## src/rtl/rtcctl_pkg.sv

```systemverilog
package rtcctl_pkg;

    typedef enum logic {
        SRC_XTAL = 1'b0,
        SRC_LINE = 1'b1
    } clk_src_e;

    // Writable control fields, packed in register bit order 6..2, 0
    typedef struct packed {
        logic     int_en;
        logic     bcd;
        clk_src_e src;
        logic     line50;
        logic     spare;
        logic     unlock;
    } ctrl_t;

    typedef struct packed {
        logic alarm;
        logic wake;
    } flags_t;

    function automatic ctrl_t ctrl_from_byte(input logic [7:0] b);
        ctrl_t c;
        c.int_en = b[6];
        c.bcd    = b[5];
        c.src    = clk_src_e'(b[4]);
        c.line50 = b[3];
        c.spare  = b[2];
        c.unlock = b[0];
        return c;
    endfunction

    function automatic logic [7:0] reg_image(input ctrl_t c, input flags_t f);
        return {f.alarm, c.int_en, c.bcd, c.src, c.line50, c.spare, f.wake, c.unlock};
    endfunction

endpackage

```

## src/rtl/rtcctl_regs.sv

```systemverilog
module rtcctl_regs
    import rtcctl_pkg::*;
(
    input  logic       clk,
    input  logic       rst,
    input  logic       wr,
    input  logic [7:0] wdata,
    output ctrl_t      ctrl,
    output logic       relock
);

    ctrl_t ctrl_q;

    always_ff @(posedge clk) begin
        if (rst) begin
            ctrl_q.int_en <= 1'b0;
            ctrl_q.unlock <= 1'b0;
        end else if (wr) begin
            ctrl_q <= ctrl_from_byte(wdata);
        end
    end

    assign ctrl   = ctrl_q;
    assign relock = wr && !rst && ctrl_q.unlock && !wdata[0];

    p_wr_load_r1: assert property (@(posedge clk) disable iff (rst)
        wr |=> (ctrl_q.bcd == $past(wdata[5]) && ctrl_q.unlock == $past(wdata[0])));

    p_hold_r1: assert property (@(posedge clk) disable iff (rst)
        !wr |=> $stable(ctrl_q));

endmodule

```

## src/rtl/rtcctl_prescale.sv

```systemverilog
module rtcctl_prescale
    import rtcctl_pkg::*;
#(
    parameter int unsigned XTAL_DIV   = 32768,
    parameter int unsigned LINE60_DIV = 60,
    parameter int unsigned LINE50_DIV = 50
) (
    input  logic     clk,
    input  logic     rst,
    input  logic     restart,
    input  clk_src_e src,
    input  logic     line50,
    input  logic     xtal_tick,
    input  logic     line_tick,
    output logic     sec_tick
);

    localparam int unsigned LINE_MAX = (LINE60_DIV > LINE50_DIV) ? LINE60_DIV : LINE50_DIV;
    localparam int unsigned MAX_DIV  = (XTAL_DIV > LINE_MAX) ? XTAL_DIV : LINE_MAX;
    localparam int unsigned CW       = $clog2(MAX_DIV);
    localparam logic [CW-1:0] XT_LAST = CW'(XTAL_DIV - 1);
    localparam logic [CW-1:0] L60_LAST = CW'(LINE60_DIV - 1);
    localparam logic [CW-1:0] L50_LAST = CW'(LINE50_DIV - 1);

    logic [CW-1:0] cnt_q;
    logic [CW-1:0] last;
    logic          tick_in;
    logic          wrap;
    logic          sec_q;

    always_comb begin
        if (src == SRC_XTAL) begin
            tick_in = xtal_tick;
            last    = XT_LAST;
        end else begin
            tick_in = line_tick;
            last    = line50 ? L50_LAST : L60_LAST;
        end
    end

    assign wrap = tick_in && (cnt_q == last);

    always_ff @(posedge clk) begin
        if (rst || restart) begin
            cnt_q <= '0;
            sec_q <= 1'b0;
        end else begin
            sec_q <= wrap;
            if (wrap)
                cnt_q <= '0;
            else if (tick_in)
                cnt_q <= cnt_q + 1'b1;
        end
    end

    assign sec_tick = sec_q;

    p_restart_r5: assert property (@(posedge clk) disable iff (rst)
        restart |=> (cnt_q == '0 && !sec_tick));

    p_no_tick_hold_r3: assert property (@(posedge clk) disable iff (rst || restart)
        !tick_in |=> $stable(cnt_q));

    p_single_pulse_r4: assert property (@(posedge clk) disable iff (rst)
        sec_tick |=> !sec_tick);

endmodule

```

## src/rtl/rtcctl_flags.sv

```systemverilog
module rtcctl_flags
    import rtcctl_pkg::*;
(
    input  logic   clk,
    input  logic   rst,
    input  logic   sample,
    input  logic   match,
    input  logic   sleeping,
    input  logic   rd,
    output flags_t flags
);

    flags_t f_q;
    logic   rd_ok;

    assign rd_ok = rd && !rst;

    always_ff @(posedge clk) begin
        if (sample)
            f_q.alarm <= match;
        else if (rd_ok)
            f_q.alarm <= 1'b0;

        if (sample && match && sleeping)
            f_q.wake <= 1'b1;
        else if (rd_ok)
            f_q.wake <= 1'b0;
    end

    assign flags = f_q;

    p_alarm_hold_r6: assert property (@(posedge clk) disable iff (rst)
        (!sample && !rd) |=> $stable(f_q.alarm));

    p_read_clear_r7: assert property (@(posedge clk) disable iff (rst)
        (rd && !sample) |=> (!f_q.alarm && !f_q.wake));

    p_set_wins_r8: assert property (@(posedge clk) disable iff (rst)
        (sample && match) |=> f_q.alarm);

    p_wake_set_r10: assert property (@(posedge clk) disable iff (rst)
        (sample && match && sleeping) |=> f_q.wake);

endmodule

```

## src/rtl/rtcctl_top.sv

```systemverilog
module rtcctl_top
    import rtcctl_pkg::*;
#(
    parameter int unsigned XTAL_DIV   = 32768,
    parameter int unsigned LINE60_DIV = 60,
    parameter int unsigned LINE50_DIV = 50
) (
    input  logic       clk,
    input  logic       rst,
    input  logic       reg_wr,
    input  logic       reg_rd,
    input  logic [7:0] wdata,
    output logic [7:0] rdata,
    input  logic       xtal_tick,
    input  logic       line_tick,
    input  logic       alarm_match,
    input  logic       sleep_mode,
    output logic       sec_tick,
    output logic       bcd_mode,
    output logic       osc_en,
    output logic       alarm_irq,
    output logic       cnt_unlock,
    output logic       alarm_flag,
    output logic       wake_flag
);

    ctrl_t  ctrl;
    flags_t flags;
    logic   relock;
    logic   wr_ok;

    assign wr_ok = reg_wr && !rst;

    rtcctl_regs u_regs (
        .clk    (clk),
        .rst    (rst),
        .wr     (reg_wr),
        .wdata  (wdata),
        .ctrl   (ctrl),
        .relock (relock)
    );

    rtcctl_prescale #(
        .XTAL_DIV   (XTAL_DIV),
        .LINE60_DIV (LINE60_DIV),
        .LINE50_DIV (LINE50_DIV)
    ) u_pre (
        .clk       (clk),
        .rst       (rst),
        .restart   (wr_ok),
        .src       (ctrl.src),
        .line50    (ctrl.line50),
        .xtal_tick (xtal_tick),
        .line_tick (line_tick),
        .sec_tick  (sec_tick)
    );

    rtcctl_flags u_flags (
        .clk      (clk),
        .rst      (rst),
        .sample   (sec_tick || relock),
        .match    (alarm_match),
        .sleeping (sleep_mode),
        .rd       (reg_rd),
        .flags    (flags)
    );

    assign rdata      = reg_image(ctrl, flags);
    assign bcd_mode   = ctrl.bcd;
    assign osc_en     = (ctrl.src == SRC_XTAL);
    assign alarm_irq  = flags.alarm && ctrl.int_en;
    assign cnt_unlock = ctrl.unlock;
    assign alarm_flag = flags.alarm;
    assign wake_flag  = flags.wake;

    p_irq_needs_alarm_r9: assert property (@(posedge clk) disable iff (rst)
        alarm_irq |-> (rdata[7] && rdata[6]));

    p_reset_clears_r2: assert property (@(posedge clk)
        rst |=> (!rdata[6] && !rdata[0]));

endmodule

```

## config.mk

```make
export PLATFORM = sky130hd
export DESIGN_NAME = rtcctl_top
export DESIGN_NICKNAME = d
export VERILOG_FILES = /design/src/rtl/rtcctl_pkg.sv /design/src/rtl/rtcctl_regs.sv /design/src/rtl/rtcctl_prescale.sv /design/src/rtl/rtcctl_flags.sv /design/src/rtl/rtcctl_top.sv
export SDC_FILE = /design/constraint.sdc
export NUM_CORES = 1
export LEC_CHECK = 0
export ABC_AREA = 1
export BUFFER_PORTS_ARGS = -buffer_cell sky130_fd_sc_hd__buf_2
export CORE_MARGIN = 5
export CORE_UTILIZATION = 47
export DETAILED_ROUTE_END_ITERATION = 10
export MAX_ROUTING_LAYER = met4
export PLACE_DENSITY = 0.81
export SLEW_MARGIN = 20
export SYNTH_ARGS = -nofsm -noshare
export SYNTH_HDL_FRONTEND = slang
export SYNTH_SLANG_ARGS = --single-unit
```

## constraint.sdc

```tcl
create_clock -name clk -period 1.6 [get_ports clk]
set_clock_uncertainty 0.1 [all_clocks]
set_input_delay 0.08 -clock clk [delete_from_list [all_inputs] [get_ports clk]]
set_output_delay 0.08 -clock clk [all_outputs]
set_load 0.02 [all_outputs]
```

After elaboration in Yosys (flattened, before gate mapping)
Cells that the tools add are included.

cells by class
  reduce and logical (&&, ||, !) cells = 15
  add/subtract/negate cells = 1
  eq/ne operators = 1
  multiplexer cells = 5
  bitwise operators = 2

operators by type and width
  operator                                       number
  adder 15 x 1 -> 15 bit, second input constant  1
  equality test 15 bit                           1
  two-way mux 15 bit                             1
  logical AND 1 bit                              8
  two-way mux 4 bit                              1
  two-way mux 1 bit                              3
  zero test 1 bit                                2
  logical OR 1 bit                               2
  inverter 1 bit                                 2
  AND reduction 2 bit                            1
  nonzero test 2 bit                             1
  OR reduction 2 bit                             1

word-level totals
  register bits = 24
  input port bits = 16

Longest topological paths before layout
  word-level depth = 7
  depth in mapped cells = 9
  mapped depth without buffers = 9

Cells and area by module
Synthesis repeated with hierarchy kept, for this count alone.

second synthesis, totals
  cells, all modules = 209
  area, all modules = 1360.1 um^2

by module, submodules not included
  module           instances  area each (um^2)  cells an instance  seq. area each (um^2)
  rtcctl_prescale  1          993.5             165                320.3
  rtcctl_regs      1          216.5             21                 160.2
  rtcctl_flags     1          87.6              11                 50.0
  rtcctl_top       1          62.6              12                 0.0

Worst setup path before layout
Ideal clock, no wire load.

  path kind = register -> register
  start point = register u_regs.ctrl_q, in the netlist u_regs.ctrl[3]
  end point = register u_pre.cnt_q[4]
  library setup time = 116 ps
  period minus slack after synthesis = 1603 ps
  required time = 1384 ps
  path slack = -3 ps
  cell stages (with the launch flop) = 10
  arrival = 1387 ps
  path through = edfxtp_1 -> inv_2 -> nand2_2 -> nand2_4 -> nand2_1 -> nor2_1 -> nand2_1 -> o21ai_4 -> buf_6 -> nor2_1

on the way
  word-level cells in the longest chain between the ends = 4

RTL lines
  element                       line                   RTL
  start: declaration            rtcctl_regs.sv:12      ctrl_t ctrl_q;
  start signal: assignment      rtcctl_regs.sv:19      ctrl_q <= ctrl_from_byte(wdata);
  two-way mux 15 bit            rtcctl_prescale.sv:32  if (src == SRC_XTAL) begin
  equality test 15 bit          rtcctl_prescale.sv:41  assign wrap = tick_in && (cnt_q == last);
  logical AND 1 bit             rtcctl_prescale.sv:41
  OR reduction 2 bit (no line)  n/a
  end signal: assignment        rtcctl_prescale.sv:52  cnt_q <= cnt_q + 1'b1;
  end: declaration              rtcctl_prescale.sv:25  logic [CW-1:0] cnt_q;

Parallel ways exist; a longest one is shown, timed or not.
A chain may end at the register's enable or synchronous reset.

Worst setup path in the final report
  start point = register u_regs.ctrl_q, in the netlist u_regs.ctrl[3]
  end point = register u_pre.cnt_q[9]

Same word-level chain as after synthesis.

==> metrics.txt <==
synthesis-stage register bit count 24; first-pass GRT wire length approximately 5200 um; Period minus WS final 1.63 ns; initial antenna violation count 0; crit-path cells inv_2 -> nand2_2 -> nor2_1 -> nand2_1 -> nand2_1 -> nand2_2 -> o21ai_4 -> clkbuf_16 -> nor2_1; WL per Instance 12.3 um; clock-pin slew on the worst setup and hold paths 0.13 ns; vias per inst roughly 5.0; Cells after Synth ~190; share of layout cells above drive strength 1 31.1%; failing checks hold timing, setup timing; Worst VDD drop 0.610 mV; total CTS buffers 3; crit-path max FO 7; worst rel slew slack between 70% and 80%; post-route ant nets 0; Leak 0.787 nW; Global Route Usage Sum between 10% and 20%; sw power 0.299 mW; Yosys warnings 0; maximum clock insertion buffer count 2; synth-to-layout area growth 37.7%; core area roughly 0.0027 sq mm; Starting Density 48.1%; Final nets 256; H-tree depth 1; slowest stage cell, crit path edfxtp_1; switch share 23.5%; Avg Cell Area, Syn 6.91 sq um; dpl cells 248; Inserted Diodes 0; P_int 0.975 mW; Synth top cells by count 51 x nand2_1, 41 x nor2_1, 26 x inv_1; Top Ports 31; Synth area leader dfxtp_1; Remaining DRCs 0; Fmax 0.614 GHz; CP required 1.73 ns; Max Cap Viol 0; kind of critical path reg -> reg; RSZ-0062 raised after global routing true; final setup vio count 12; DRT Pass-1 Iters 4; Slew Limit Fails 0; synth top area cells dfxtp_1 29%, nand2_1 15%, nor2_1 12%, edfxtp_1 12%, inv_1 7.6%; Yosys cell types 21; R2R setup slack -0.03 ns; PD cells 716 mW/mm^2; Final WS setup -0.0292 ns; final hold viol count 1; Startpoint Class flop; Final Wtd Congestion between 0.8 and 0.9; register area share after synthesis roughly two fifths; Total Wirelength 3300 um; initial DRC count 59; DR vias 1,354; number of global-route vias before repair approximately 1,200; Comb pwr share around 15%; mapped cell area 0.00129 sq mm; Async S/R FF share, synth 0%; final setup TNS -0.177 ns; Chip Height between 60 and 70 um; Site Rows 19; Clock Sink Count 24; Worst setup EP type flop; PortBufs 28; GR Overflow Total 0; status finished with violations; sequential share of power 50.4%; filler instances 217; crit path DAT 1.76 ns; WP buf/inv 2; clk root buf clkbuf_4; kind of cell adding the most delay to the critical path simple AND/OR/NAND/NOR gates; Worst-Margin Slew 0.408 ns; net count of the mapped netlist around 200; top-count cell post-synth nand2_1; Top FF cell, synth dfxtp_1; worst hold margin -0.0466 ns; post-synth top area share 29.4%; Hold Crit Class in -> reg; pin count of the biggest net entering global routing 16; Die ar. approximately 0.0039 sq mm; CTS tree yes; Clock Power Share between 30% and 40%; Max stage delay on crit path between 0.4 and 0.5 ns; Finished Layout Cells roughly 270; Die W 62.4 um; EDFF count, synth 5; final period utilization 102%; Worst-Skew Late Latency 0.33 ns; DP HPWL about 2100 um
metal layers:
layer / routed length, um / up-vias / GRT usage [%]
met2: 1650 / 65 / 27.6
li1: - / 666 / -
met4: 69 / 0 / 3.45
met5: 0 / - / -
met1: 1340 / 611 / 19.1
met3: 240 / 12 / 4.86
sequential cells by signal, summed over array words and instances, names as in the netlist:
register        cells
u_pre.cnt_q        15
u_regs.ctrl         6
u_flags.flags       2
u_pre.sec_tick      1
cells by family after synthesis:
group	after synthesis	synth area share (%)
buffers and inverters	34	12.2
AOI/OAI and AO/OA	9	5.13
xor gates and xnor gates	8	5.42
and+or+nand+nor	111	35.2
adders and majority gates	1	0.968
DFF	24	41.0
power by group through the flow:
stage / clock, mW / sequential [mW] / combinational [mW]
2_1_floorplan: 0 / 0.665 / 0.0747
3_3_place_gp: 0 / 0.655 / 0.131
3_5_place_dp: 0 / 0.655 / 0.134
4_1_cts: 0.455 / 0.642 / 0.153
5_1_grt: 0.478 / 0.645 / 0.204
6_report: 0.446 / 0.642 / 0.186
area by class of cell:
type                       instances  area, sq um  share of cell area (%)
multi-input combinational        129          664                    37.3
clock buffer                       3         22.5                    1.27
tap                               31         38.8                    2.18
inverter                          27          101                    5.70
clock inverter                     1         30.0                    1.69
sequential                        24          534                    30.0
timing repair buffer              54          388                    21.8
worst paths after layout:
check | start | to | cells after the start
max reg2reg | u_regs.ctrl[3]$_DFFE_PN_ | u_pre.cnt_q[9]$_SDFFE_PP0P_ | 9
min reg2reg | u_flags.flags[0]$_SDFFE_PP1P_ | u_flags.flags[0]$_SDFFE_PP1P_ | 2
min | reg_rd | u_flags.flags[0]$_SDFFE_PP1P_ | 4
max | u_regs.ctrl[3]$_DFFE_PN_ | u_pre.cnt_q[9]$_SDFFE_PP0P_ | 9
cells in the final DEF (no fill, tap or decap), types with 2 or more instances in the layout:
cell            n
edfxtp_1        5
xnor2_1         2
nand4_1         3
nand2_1        48
nor2_1         29
dfxtp_2         3
nor2_4          2
inv_1          26
dfxtp_1        16
buf_4          15
dlygate4sd3_1   9
nor2_2         10
clkbuf_4        3
xor2_1          5
o21ai_0         4
nor3_1          3
a22o_1          2
buf_2          28
nand3_1         8
nand2_2         5
worst register-to-register path: stages, from the launching register on:
cell       delay (ns)
edfxtp_1         0.46
inv_2            0.13
nand2_2          0.06
nor2_1           0.10
nand2_1          0.08
nand2_1          0.10
nand2_2          0.09
o21ai_4          0.20
clkbuf_16        0.19
nor2_1           0.04
what timing repair did:
item | in CTS | in global routing
setup endpoints to repair | 12 | 16
gates cloned | 0 | 1
resized for setup | 0 | 23
endpoints found under the hold margin | 8 | 1
pin swaps | 0 | 5
hold buffers | 9 | 1
setup buffers | 1 | 6
per-stage QoR:
| step | utilization (%) | power [mW] | cell area, sq um | setup WS, ns | hold WS, ns |
|---|---|---|---|---|---|
| detailed placement | 55.7 | 0.789 | 1500 | 0.00808 | 0.159 |
| CTS | 61.2 | 1.25 | 1650 | 0.0107 | 0.0150 |
| global placement | 55.7 | 0.787 | 1500 | 0.0342 | 0.158 |
| finish | 66.2 | 1.27 | 1780 | -0.0292 | -0.0466 |
| global route | 66.2 | 1.33 | 1780 | -0.156 | 0.00470 |
| floorplan | - | 0.740 | 1290 | -0.00271 | 0.0789 |
(Power assumes the default switching activity.)
